## src/rtl/ctlreg_pkg.sv

```systemverilog
package ctlreg_pkg;
   localparam int NUM_CREG = 6;
   localparam int SEL_W    = $clog2(NUM_CREG);

   localparam logic [SEL_W-1:0] IDX_SFC  = SEL_W'(0);
   localparam logic [SEL_W-1:0] IDX_DFC  = SEL_W'(1);
   localparam logic [SEL_W-1:0] IDX_CCTL = SEL_W'(2);
   localparam logic [SEL_W-1:0] IDX_USP  = SEL_W'(3);
   localparam logic [SEL_W-1:0] IDX_VBAS = SEL_W'(4);
   localparam logic [SEL_W-1:0] IDX_CADR = SEL_W'(5);

   localparam logic [15:0] TRAP_OP_WR = 16'h4E7B;
   localparam logic [15:0] TRAP_OP_RD = 16'h4E7A;

   function automatic logic idx_is_narrow(input int idx);
      return (idx == int'(IDX_CCTL)) || (idx == int'(IDX_CADR));
   endfunction
endpackage

```

## src/rtl/ctlreg_decode.sv

```systemverilog
module ctlreg_decode
   import ctlreg_pkg::*;
#(
   parameter int REGNUM_W = 12,
   parameter logic [REGNUM_W-1:0] NUM_SFC  = 'h000,
   parameter logic [REGNUM_W-1:0] NUM_DFC  = 'h001,
   parameter logic [REGNUM_W-1:0] NUM_CCTL = 'h002,
   parameter logic [REGNUM_W-1:0] NUM_USP  = 'h800,
   parameter logic [REGNUM_W-1:0] NUM_VBAS = 'h801,
   parameter logic [REGNUM_W-1:0] NUM_CADR = 'h802,
   parameter int BASE_MAX_LOW = 1
) (
   input  logic [REGNUM_W-1:0] regnum,
   input  logic                base_lvl,
   output logic [SEL_W-1:0]    sel,
   output logic                legal
);
   localparam int LOW_W = REGNUM_W - 1;

   generate
      if (REGNUM_W < 2) begin : g_bad_w
         $error("ctlreg_decode: REGNUM_W must be at least 2");
      end
   endgenerate

   logic known;
   logic base_block;

   always_comb begin
      known = 1'b1;
      sel   = IDX_SFC;
      case (regnum)
         NUM_SFC:  sel = IDX_SFC;
         NUM_DFC:  sel = IDX_DFC;
         NUM_CCTL: sel = IDX_CCTL;
         NUM_USP:  sel = IDX_USP;
         NUM_VBAS: sel = IDX_VBAS;
         NUM_CADR: sel = IDX_CADR;
         default:  known = 1'b0;
      endcase
      base_block = base_lvl && (regnum[LOW_W-1:0] > LOW_W'(BASE_MAX_LOW));
      legal      = known && !base_block;
   end
endmodule

```

## src/rtl/ctlreg_file.sv

```systemverilog
module ctlreg_file
   import ctlreg_pkg::*;
#(
   parameter int DATA_W   = 32,
   parameter int NARROW_W = 8
) (
   input  logic              clk,
   input  logic              rst_n,
   input  logic              wr_en,
   input  logic [SEL_W-1:0]  wr_sel,
   input  logic [DATA_W-1:0] wr_data,
   input  logic [SEL_W-1:0]  rd_sel,
   output logic [DATA_W-1:0] rd_data
);
   generate
      if (NARROW_W < 1 || NARROW_W > DATA_W) begin : g_bad_narrow
         $error("ctlreg_file: NARROW_W must lie in 1..DATA_W");
      end
   endgenerate

   logic [DATA_W-1:0] rd_bus [NUM_CREG];

   generate
      for (genvar gi = 0; gi < NUM_CREG; gi++) begin : g_reg
         localparam int KEEP_W = idx_is_narrow(gi) ? NARROW_W : DATA_W;
         logic [KEEP_W-1:0] q;
         always_ff @(posedge clk) begin
            if (!rst_n)
               q <= '0;
            else if (wr_en && wr_sel == SEL_W'(gi))
               q <= wr_data[KEEP_W-1:0];
         end
         if (KEEP_W < DATA_W) begin : g_zx
            assign rd_bus[gi] = {{(DATA_W-KEEP_W){1'b0}}, q};
         end else begin : g_full
            assign rd_bus[gi] = q;
         end
      end
   endgenerate

   always_comb begin
      rd_data = '0;
      for (int i = 0; i < NUM_CREG; i++)
         if (rd_sel == SEL_W'(i)) rd_data = rd_bus[i];
   end

   logic [NUM_CREG*DATA_W-1:0] all_regs;
   always_comb
      for (int i = 0; i < NUM_CREG; i++)
         all_regs[i*DATA_W +: DATA_W] = rd_bus[i];

   AST_HOLD_WHEN_IDLE: assert property (@(posedge clk) disable iff (!rst_n)
      !wr_en |=> $stable(all_regs));
endmodule

```

## src/rtl/ctlreg_move_unit.sv

```systemverilog
module ctlreg_move_unit
   import ctlreg_pkg::*;
#(
   parameter int DATA_W   = 32,
   parameter int NARROW_W = 8,
   parameter int REGNUM_W = 12,
   parameter int OP_W     = 16
) (
   input  logic                clk,
   input  logic                rst_n,
   input  logic                req_valid,
   input  logic                req_write,
   input  logic [REGNUM_W-1:0] req_regnum,
   input  logic [DATA_W-1:0]   req_wdata,
   input  logic                req_base_lvl,
   output logic                rsp_valid,
   output logic                rsp_illegal,
   output logic [DATA_W-1:0]   rsp_rdata,
   output logic [OP_W-1:0]     rsp_trap_op
);
   generate
      if (OP_W < 16) begin : g_bad_op
         $error("ctlreg_move_unit: OP_W must hold a 16-bit opcode");
      end
   endgenerate

   logic [SEL_W-1:0]  sel;
   logic              legal;
   logic [DATA_W-1:0] rd_data;
   logic              wr_en;
   logic              rsp_narrow;

   ctlreg_decode #(.REGNUM_W(REGNUM_W)) u_dec (
      .regnum  (req_regnum),
      .base_lvl(req_base_lvl),
      .sel     (sel),
      .legal   (legal)
   );

   assign wr_en = req_valid && req_write && legal;

   ctlreg_file #(.DATA_W(DATA_W), .NARROW_W(NARROW_W)) u_file (
      .clk    (clk),
      .rst_n  (rst_n),
      .wr_en  (wr_en),
      .wr_sel (sel),
      .wr_data(req_wdata),
      .rd_sel (sel),
      .rd_data(rd_data)
   );

   always_ff @(posedge clk) begin
      if (!rst_n) begin
         rsp_valid   <= 1'b0;
         rsp_illegal <= 1'b0;
         rsp_rdata   <= '0;
         rsp_trap_op <= '0;
         rsp_narrow  <= 1'b0;
      end else begin
         rsp_valid   <= req_valid;
         rsp_illegal <= req_valid && !legal;
         rsp_rdata   <= (req_valid && !req_write && legal) ? rd_data : '0;
         rsp_narrow  <= idx_is_narrow(int'(sel)) && legal;
         if (req_valid && !legal)
            rsp_trap_op <= OP_W'(req_write ? TRAP_OP_WR : TRAP_OP_RD);
         else
            rsp_trap_op <= '0;
      end
   end

   AST_ONE_RESPONSE: assert property (@(posedge clk) disable iff (!rst_n)
      req_valid |=> rsp_valid);
   AST_NO_SPURIOUS: assert property (@(posedge clk) disable iff (!rst_n)
      !req_valid |=> !rsp_valid);
   AST_ILLEGAL_QUALIFIED: assert property (@(posedge clk) disable iff (!rst_n)
      rsp_illegal |-> rsp_valid);
   AST_TRAP_OPCODE: assert property (@(posedge clk) disable iff (!rst_n)
      rsp_illegal |-> rsp_trap_op == OP_W'($past(req_write) ? 16'h4E7B : 16'h4E7A));
   AST_BASE_REJECT: assert property (@(posedge clk) disable iff (!rst_n)
      (req_valid && req_base_lvl && req_regnum[REGNUM_W-2:0] > 1) |=> rsp_illegal);
   AST_NARROW_ZERO: assert property (@(posedge clk) disable iff (!rst_n)
      (rsp_valid && rsp_narrow) |-> rsp_rdata[DATA_W-1:NARROW_W] == '0);
   AST_REJECT_NO_DATA: assert property (@(posedge clk) disable iff (!rst_n)
      rsp_illegal |-> rsp_rdata == '0);
endmodule

```

## config.mk

```make
export PLATFORM = sky130hd
export DESIGN_NAME = ctlreg_move_unit
export DESIGN_NICKNAME = d
export VERILOG_FILES = /design/src/rtl/ctlreg_pkg.sv /design/src/rtl/ctlreg_decode.sv /design/src/rtl/ctlreg_file.sv /design/src/rtl/ctlreg_move_unit.sv
export SDC_FILE = /design/constraint.sdc
export NUM_CORES = 1
export LEC_CHECK = 0
export BUFFER_PORTS_ARGS = -buffer_cell sky130_fd_sc_hd__buf_2
export CAP_MARGIN = 10
export CORE_ASPECT_RATIO = 2
export CORE_MARGIN = 5
export CORE_UTILIZATION = 55
export CTS_CLUSTER_SIZE = 10
export DETAILED_ROUTE_END_ITERATION = 10
export PLACE_DENSITY = 0.86
export SLEW_MARGIN = 40
export SYNTH_ARGS = -nofsm -noshare
export SYNTH_HDL_FRONTEND = slang
export SYNTH_HIERARCHICAL = 1
export SYNTH_SLANG_ARGS = --single-unit
```

## constraint.sdc

```tcl
create_clock -name clk -period 3.24 [get_ports clk]
set_input_delay 0.648 -clock clk [delete_from_list [all_inputs] [get_ports clk]]
set_output_delay 0.648 -clock clk [all_outputs]
set_load 0.05 [all_outputs]
```

# Word-level counts from Yosys, hierarchy flattened
# Index checks and enable logic that the tools add are counted.
[totals]
reg_bits = 194
in_bits = 49
output_inout_bits = 50
elab_cells = 55
[op_classes]
magnitude_cmp = 1
n_eq_ne = 10
n_mux = 9
n_bitwise = 2
n_reduce_logical = 22
[op_table]
columns = ["op", "count"]
rows = [
  ["two-way mux 32 bit", 5],
  ["== test 12 bit (second input constant)", 3],
  ["one-hot mux 3 bit (5 select lines)", 1],
  ["logical AND 1 bit", 13],
  ["== test 12 x 1 -> 1 bit (second input constant)", 1],
  ["== test 12 x 2 -> 1 bit (second input constant)", 1],
  ["zero test 12 bit", 1],
  ["> comparator 11 x 1 -> 1 bit (second input constant)", 1],
  ["two-way mux 8 bit", 1],
  ["== test 3 x 2 -> 1 bit (second input constant)", 2],
  ["== test 3 bit (second input constant)", 2],
  ["OR reduction 6 bit", 1],
  ["AND reduction 2 bit", 2],
  ["== test 3 x 1 -> 1 bit (second input constant)", 1],
  ["zero test 1 bit", 3],
  ["zero test 3 bit", 1],
  ["OR reduction 3 bit", 1],
  ["two-way mux 1 bit", 2],
  ["NOT 1 bit", 2],
]

# Longest topological paths before layout
[depth]
word_depth = 9
ltp_mapped = 10
mapped_depth_nobuf = 7

# Modules after synthesis
# Netlist, hierarchy kept.
[by_module_without_submodules]
columns = ["module", "instances", "cells_per_inst", "area_per_inst_um2", "seq_area_each_um2"]
rows = [
  ["ctlreg_file", 1, 767, 6392.4, 2882.8],
  ["ctlreg_move_unit", 1, 92, 1124.8, 720.7],
  ["ctlreg_decode", 1, 15, 97.6, 0.0],
]

# Least setup slack after synthesis
# No wires, ideal clock.
[synth_timing]
path_kind = "in2reg"
from = "input req_regnum[8]"
to = "register u_file.g_reg[0].q[10]"
setup_time_ns = 0.116
arrival_ns = 2.376
required_ns = 3.124
setup_slack_ns = 0.748
cell_stages = 10
n_path_buf = 3
path_cell_list = "nor4_2 nand3_2 nor2_1 and3_2 buf_2 or4b_1 buf_2 buf_6 nand2_1 a21boi_1"
[synth_via]
elab_chain_cells = 6
elab_cells_between_ends = 16
cone_classes = "1 x order compare; 5 x eq/ne; 2 x mux; 8 x reduce/logical"
[synth_rtl]
columns = ["item", "line_no", "text"]
rows = [
  ["from (decl)", "ctlreg_move_unit.sv:13", "input logic [REGNUM_W-1:0] req_regnum,"],
  ["> comparator 11 x 1 -> 1 bit (tied with other cells)", "ctlreg_decode.sv:41", "base_block = base_lvl && (regnum[LOW_W-1:0] > LOW_W'(BASE_MAX_LOW));"],
  ["logical AND 1 bit / OR reduction 6 bit (equally long branches)", "n/a", ""],
  ["zero test 1 bit / two-way mux 1 bit (equally long branches)", "ctlreg_decode.sv:42, ctlreg_decode.sv:32", ""],
  ["logical AND 1 bit (*)", "ctlreg_decode.sv:42", "legal = known && !base_block;"],
  ["net legal", "ctlreg_move_unit.sv:28", "logic legal;"],
  ["logical AND 1 bit (*)", "ctlreg_move_unit.sv:40", "assign wr_en = req_valid && req_write && legal;"],
  ["net wr_en", "ctlreg_move_unit.sv:30", "logic wr_en;"],
  ["logical AND 1 bit (*)", "ctlreg_file.sv:30", "else if (wr_en && wr_sel == SEL_W'(gi))"],
  ["to (signal assigned)", "ctlreg_file.sv:31", "q <= wr_data[KEEP_W-1:0];"],
  ["to (decl)", "ctlreg_file.sv:26", "logic [KEEP_W-1:0] q;"],
]
# The timed path passes the listed nets; every way through them passes the cells marked *.
# A chain may end at the register's enable or synchronous reset.

# Worst setup path in the final report
[layout_timing]
from = "input req_regnum[8]"
to = "register u_file.g_reg[1].q[17]"
[layout_via]
elab_chain_cells = 6
elab_cells_between_ends = 16
cone_classes = "1 x order compare; 6 x eq/ne; 2 x mux; 7 x reduce/logical"
[layout_rtl]
columns = ["item", "line_no"]
rows = [
  ["> comparator 11 x 1 -> 1 bit (tied with other cells)", "ctlreg_decode.sv:41"],
  ["logical AND 1 bit / OR reduction 6 bit (equally long branches)", "n/a"],
  ["zero test 1 bit / two-way mux 1 bit (equally long branches)", "ctlreg_decode.sv:42, ctlreg_decode.sv:32"],
  ["logical AND 1 bit (*)", "ctlreg_decode.sv:42"],
  ["net legal", "ctlreg_move_unit.sv:28"],
  ["logical AND 1 bit (*)", "ctlreg_move_unit.sv:40"],
  ["net wr_en", "ctlreg_move_unit.sv:30"],
  ["logical AND 1 bit (*)", "ctlreg_file.sv:30"],
  ["to (signal assigned)", "ctlreg_file.sv:31"],
  ["to (decl)", "ctlreg_file.sv:26"],
]
# Marked as above.

==> results.json <==
{
  "power.share.clock_pct": 45.1,
  "antenna_cells": 0,
  "boundaryPins": 99,
  "grt_max_degree": 179,
  "yosysTopAreaCellShare_pct": 47.32,
  "required_ns": 3.57,
  "power_density_nw_per_um2": 503.4,
  "hp-class": "reg2reg",
  "r2r_slack_ns": 2.05,
  "yosys_warnings": 6,
  "ant_nets": 0,
  "std_cell_rows": 61,
  "drcViolationCount": 0,
  "m1WireLength_um": 7501,
  "crit_type": "in2reg",
  "synth.most_common_cell": "nand2_1",
  "ys_ff_latch": 180,
  "seqPwrFrac_pct": 50.8,
  "syn_avg_cell_area_um2": 8.713,
  "die_h_um": 176.4,
  "vias": 6404,
  "slew_headroom_pct": 54.95,
  "cts_resized": 0,
  "wirelength_um": 18440,
  "final-hold-violation-count": 0,
  "ys_top_cells_by_count": "nand2_1, dfxtp_1, a21boi_1, mux2i_1, o21ai_0",
  "rsz0062_at_grt": "false",
  "whs_endpoint": "u_file/g_reg[4].q[13]$_SDFFE_PN0P_",
  "cts_hold_buf": 0,
  "final-max-slew-violation-count": 0,
  "finalInstanceArea_um2": 8665,
  "intPower_mw": 3.364,
  "wl_met3_um": 1285,
  "fmax_ghz": 0.3610,
  "startpoint_type": "input pin",
  "clk_latency_ns": 0.42,
  "syn2layout_area_growth_pct": 13.79,
  "nets": 976,
  "comb_power_share_pct": 4.1,
  "synthTopCellsByArea": "dfxtp_1, nand2_1, mux2i_1",
  "switching_share_pct": 22.88,
  "netSwitchingPower_uw": 998.2,
  "grt_first_pass_wirelength_um": 29890,
  "period_minus_slack_ns": 2.770,
  "min-delay-start": "u_file/g_reg[4].q[13]$_SDFFE_PN0P_",
  "peakVddDrop_mv": 0.4313,
  "whs_path_depth": 2,
  "syn_inst": 874,
  "place_hpwl_um": 11650,
  "synth-async-reset-ratio_pct": 0,
  "r2r.worst_path.cells": 4,
  "grt_overflow": 0,
  "yosysTopAreaCell": "dfxtp_1",
  "dieArea_um2": 16440,
  "p_leak_nw": 3.102,
  "r2r-start": "u_file/g_reg[3].q[7]$_SDFFE_PN0P_",
  "status": "complete, no violations",
  "yosysSeqAreaShare_pct": 47.32,
  "dr.pass1.iters": 7,
  "clk_pin_slew_worst_paths_ns": 0.06,
  "end_kind": "flip-flop",
  "track_usage_pct": 22.57,
  "gp_congestion": 0.8548,
  "top_layer": "met4",
  "netlist_area_um2": 7615,
  "cts_tree": "done",
  "cts-root-buf": "clkbuf_16",
  "clk_path_buf_depth": 2,
  "die_width_um": 93.20,
  "grt_pass1_vias": 6140,
  "setup_tns_ns": 0,
  "reg2reg_to": "rsp_rdata[7]$_SDFF_PN0_",
  "core_um2": 13740,
  "tightestPinTransition_ns": 0.6757,
  "synth_edf_count": 0,
  "port-buffer-count": 92,
  "drt-initial-drc-count": 616,
  "timing.hold.ws_ns": 0.4546,
  "setup_viol": 0,
  "start_util_pct": 55.43,
  "placed_area_um2": 8097,
  "routedWlPerCell_um": 16.81,
  "cts_buffers": 17,
  "via_per_inst": 5.838,
  "layout-drive-gt1-share_pct": 18.72,
  "path_max_fanout": 24,
  "synth.distinct_cells": 44,
  "synthFlopType": "dfxtp_1",
  "wl_met2_um": 9119,
  "antenna_found_initial": 0,
  "drv_cap": 0,
  "finalCritPeriodShare_pct": 85.49,
  "cp.arrival_ns": 3.10,
  "cts_sinks": 180,
  "cts_setup_buffers": 0,
  "skew_ns": 0.007659,
  "cts_max_level": 4,
  "finalPower_mw": 4.362
}
cell families after synthesis:
group / count (synthesis) / share of synthesized area [%]
simple gates: 343 / 20.47
compound gates: 199 / 17.76
flops: 180 / 47.32
buf+inv: 92 / 6.392
mux: 57 / 7.772
xor+xnor: 2 / 0.2301
other cells: 1 / 0.04925
worst max-delay path by stage:
stage                     cells past startpoint                                 end     startpoint
final                                        10  u_file/g_reg[1].q[17]$_SDFFE_PN0P_  req_regnum[8]
after global routing                         10  u_file/g_reg[1].q[17]$_SDFFE_PN0P_  req_regnum[8]
after CTS                                    10  u_file/g_reg[1].q[17]$_SDFFE_PN0P_  req_regnum[8]
after detailed placement                     10  u_file/g_reg[1].q[17]$_SDFFE_PN0P_  req_regnum[8]
after global placement                        9  u_file/g_reg[0].q[17]$_SDFFE_PN0P_  req_regnum[8]
after floorplan                              10  u_file/g_reg[0].q[10]$_SDFFE_PN0P_  req_regnum[8]
state kept, by name, summed over array words and instances (netlist names):
signal and count:
u_file/g.q 144, rsp_rdata 32, rsp_trap_op 2, rsp_illegal 1
rsp_valid 1
cells in the final DEF, fill, tap and decap left out, drive strengths merged, types with 2 or more instances in the layout:
cell type	count
inv	6
nand2	243
o21ai	47
conb	6
mux2	7
clkbuf	20
nand4bb	3
a21boi	104
nand4b	2
nor4bb	2
and4b	2
mux2i	49
nand3	41
nor3	2
clkinv	4
o32ai	7
and2	34
or2	2
nor2	4
buf	118
clkinvlp	4
a221oi	7
and3b	2
dfxtp	180
o22ai	31
through the flow:
stage / setup WS, ns / instances / util [%]
2_1_floorplan: 0.7477 / 879 / -
3_3_place_gp: 0.3028 / 1064 / 58.85
3_5_place_dp: 0.1597 / 1065 / 58.93
4_1_cts: 0.4871 / 1097 / 63.07
5_1_grt: 0.3091 / 1097 / 63.07
6_report: 0.4703 / 1097 / 63.07
worst max-delay path, stage by stage:
cell and delay (ns):
buf_2 0.10, nor4_2 0.29, nand3_2 0.14, nor2_1 0.24, and3_2 0.23, buf_4 0.16
nor4bb_4 0.56, buf_4 0.40, nand2_1 0.09, a21boi_0 0.21
power by group through the flow:
stage / Clock (mW) / Sequential [mW] / Combinational [mW]
finish: 1.97 / 2.22 / 0.177
global placement: 0 / 2.27 / 0.173
floorplan: 0 / 2.28 / 0.105
CTS: 1.99 / 2.22 / 0.176
global route: 2.10 / 2.21 / 0.189
detailed placement: 0 / 2.27 / 0.175
cell type report:
type	count	area, um^2
Multi-Input combinational cell	607	3598
Fill cell	1096	5074
Clock inverter	12	121.4
Timing Repair Buffer	118	686.9
Clock buffer	20	446.7
Sequential cell	180	3603
Tap cell	157	196.4
Inverter	3	11.26
metal layers:
metal	up-vias	track usage (%)
met5	-	0
met4	0	9.969
met3	52	4.478
met2	293	37.98
met1	3005	27.70
li1	3054	-
Power figures use the tool's default switching activity.
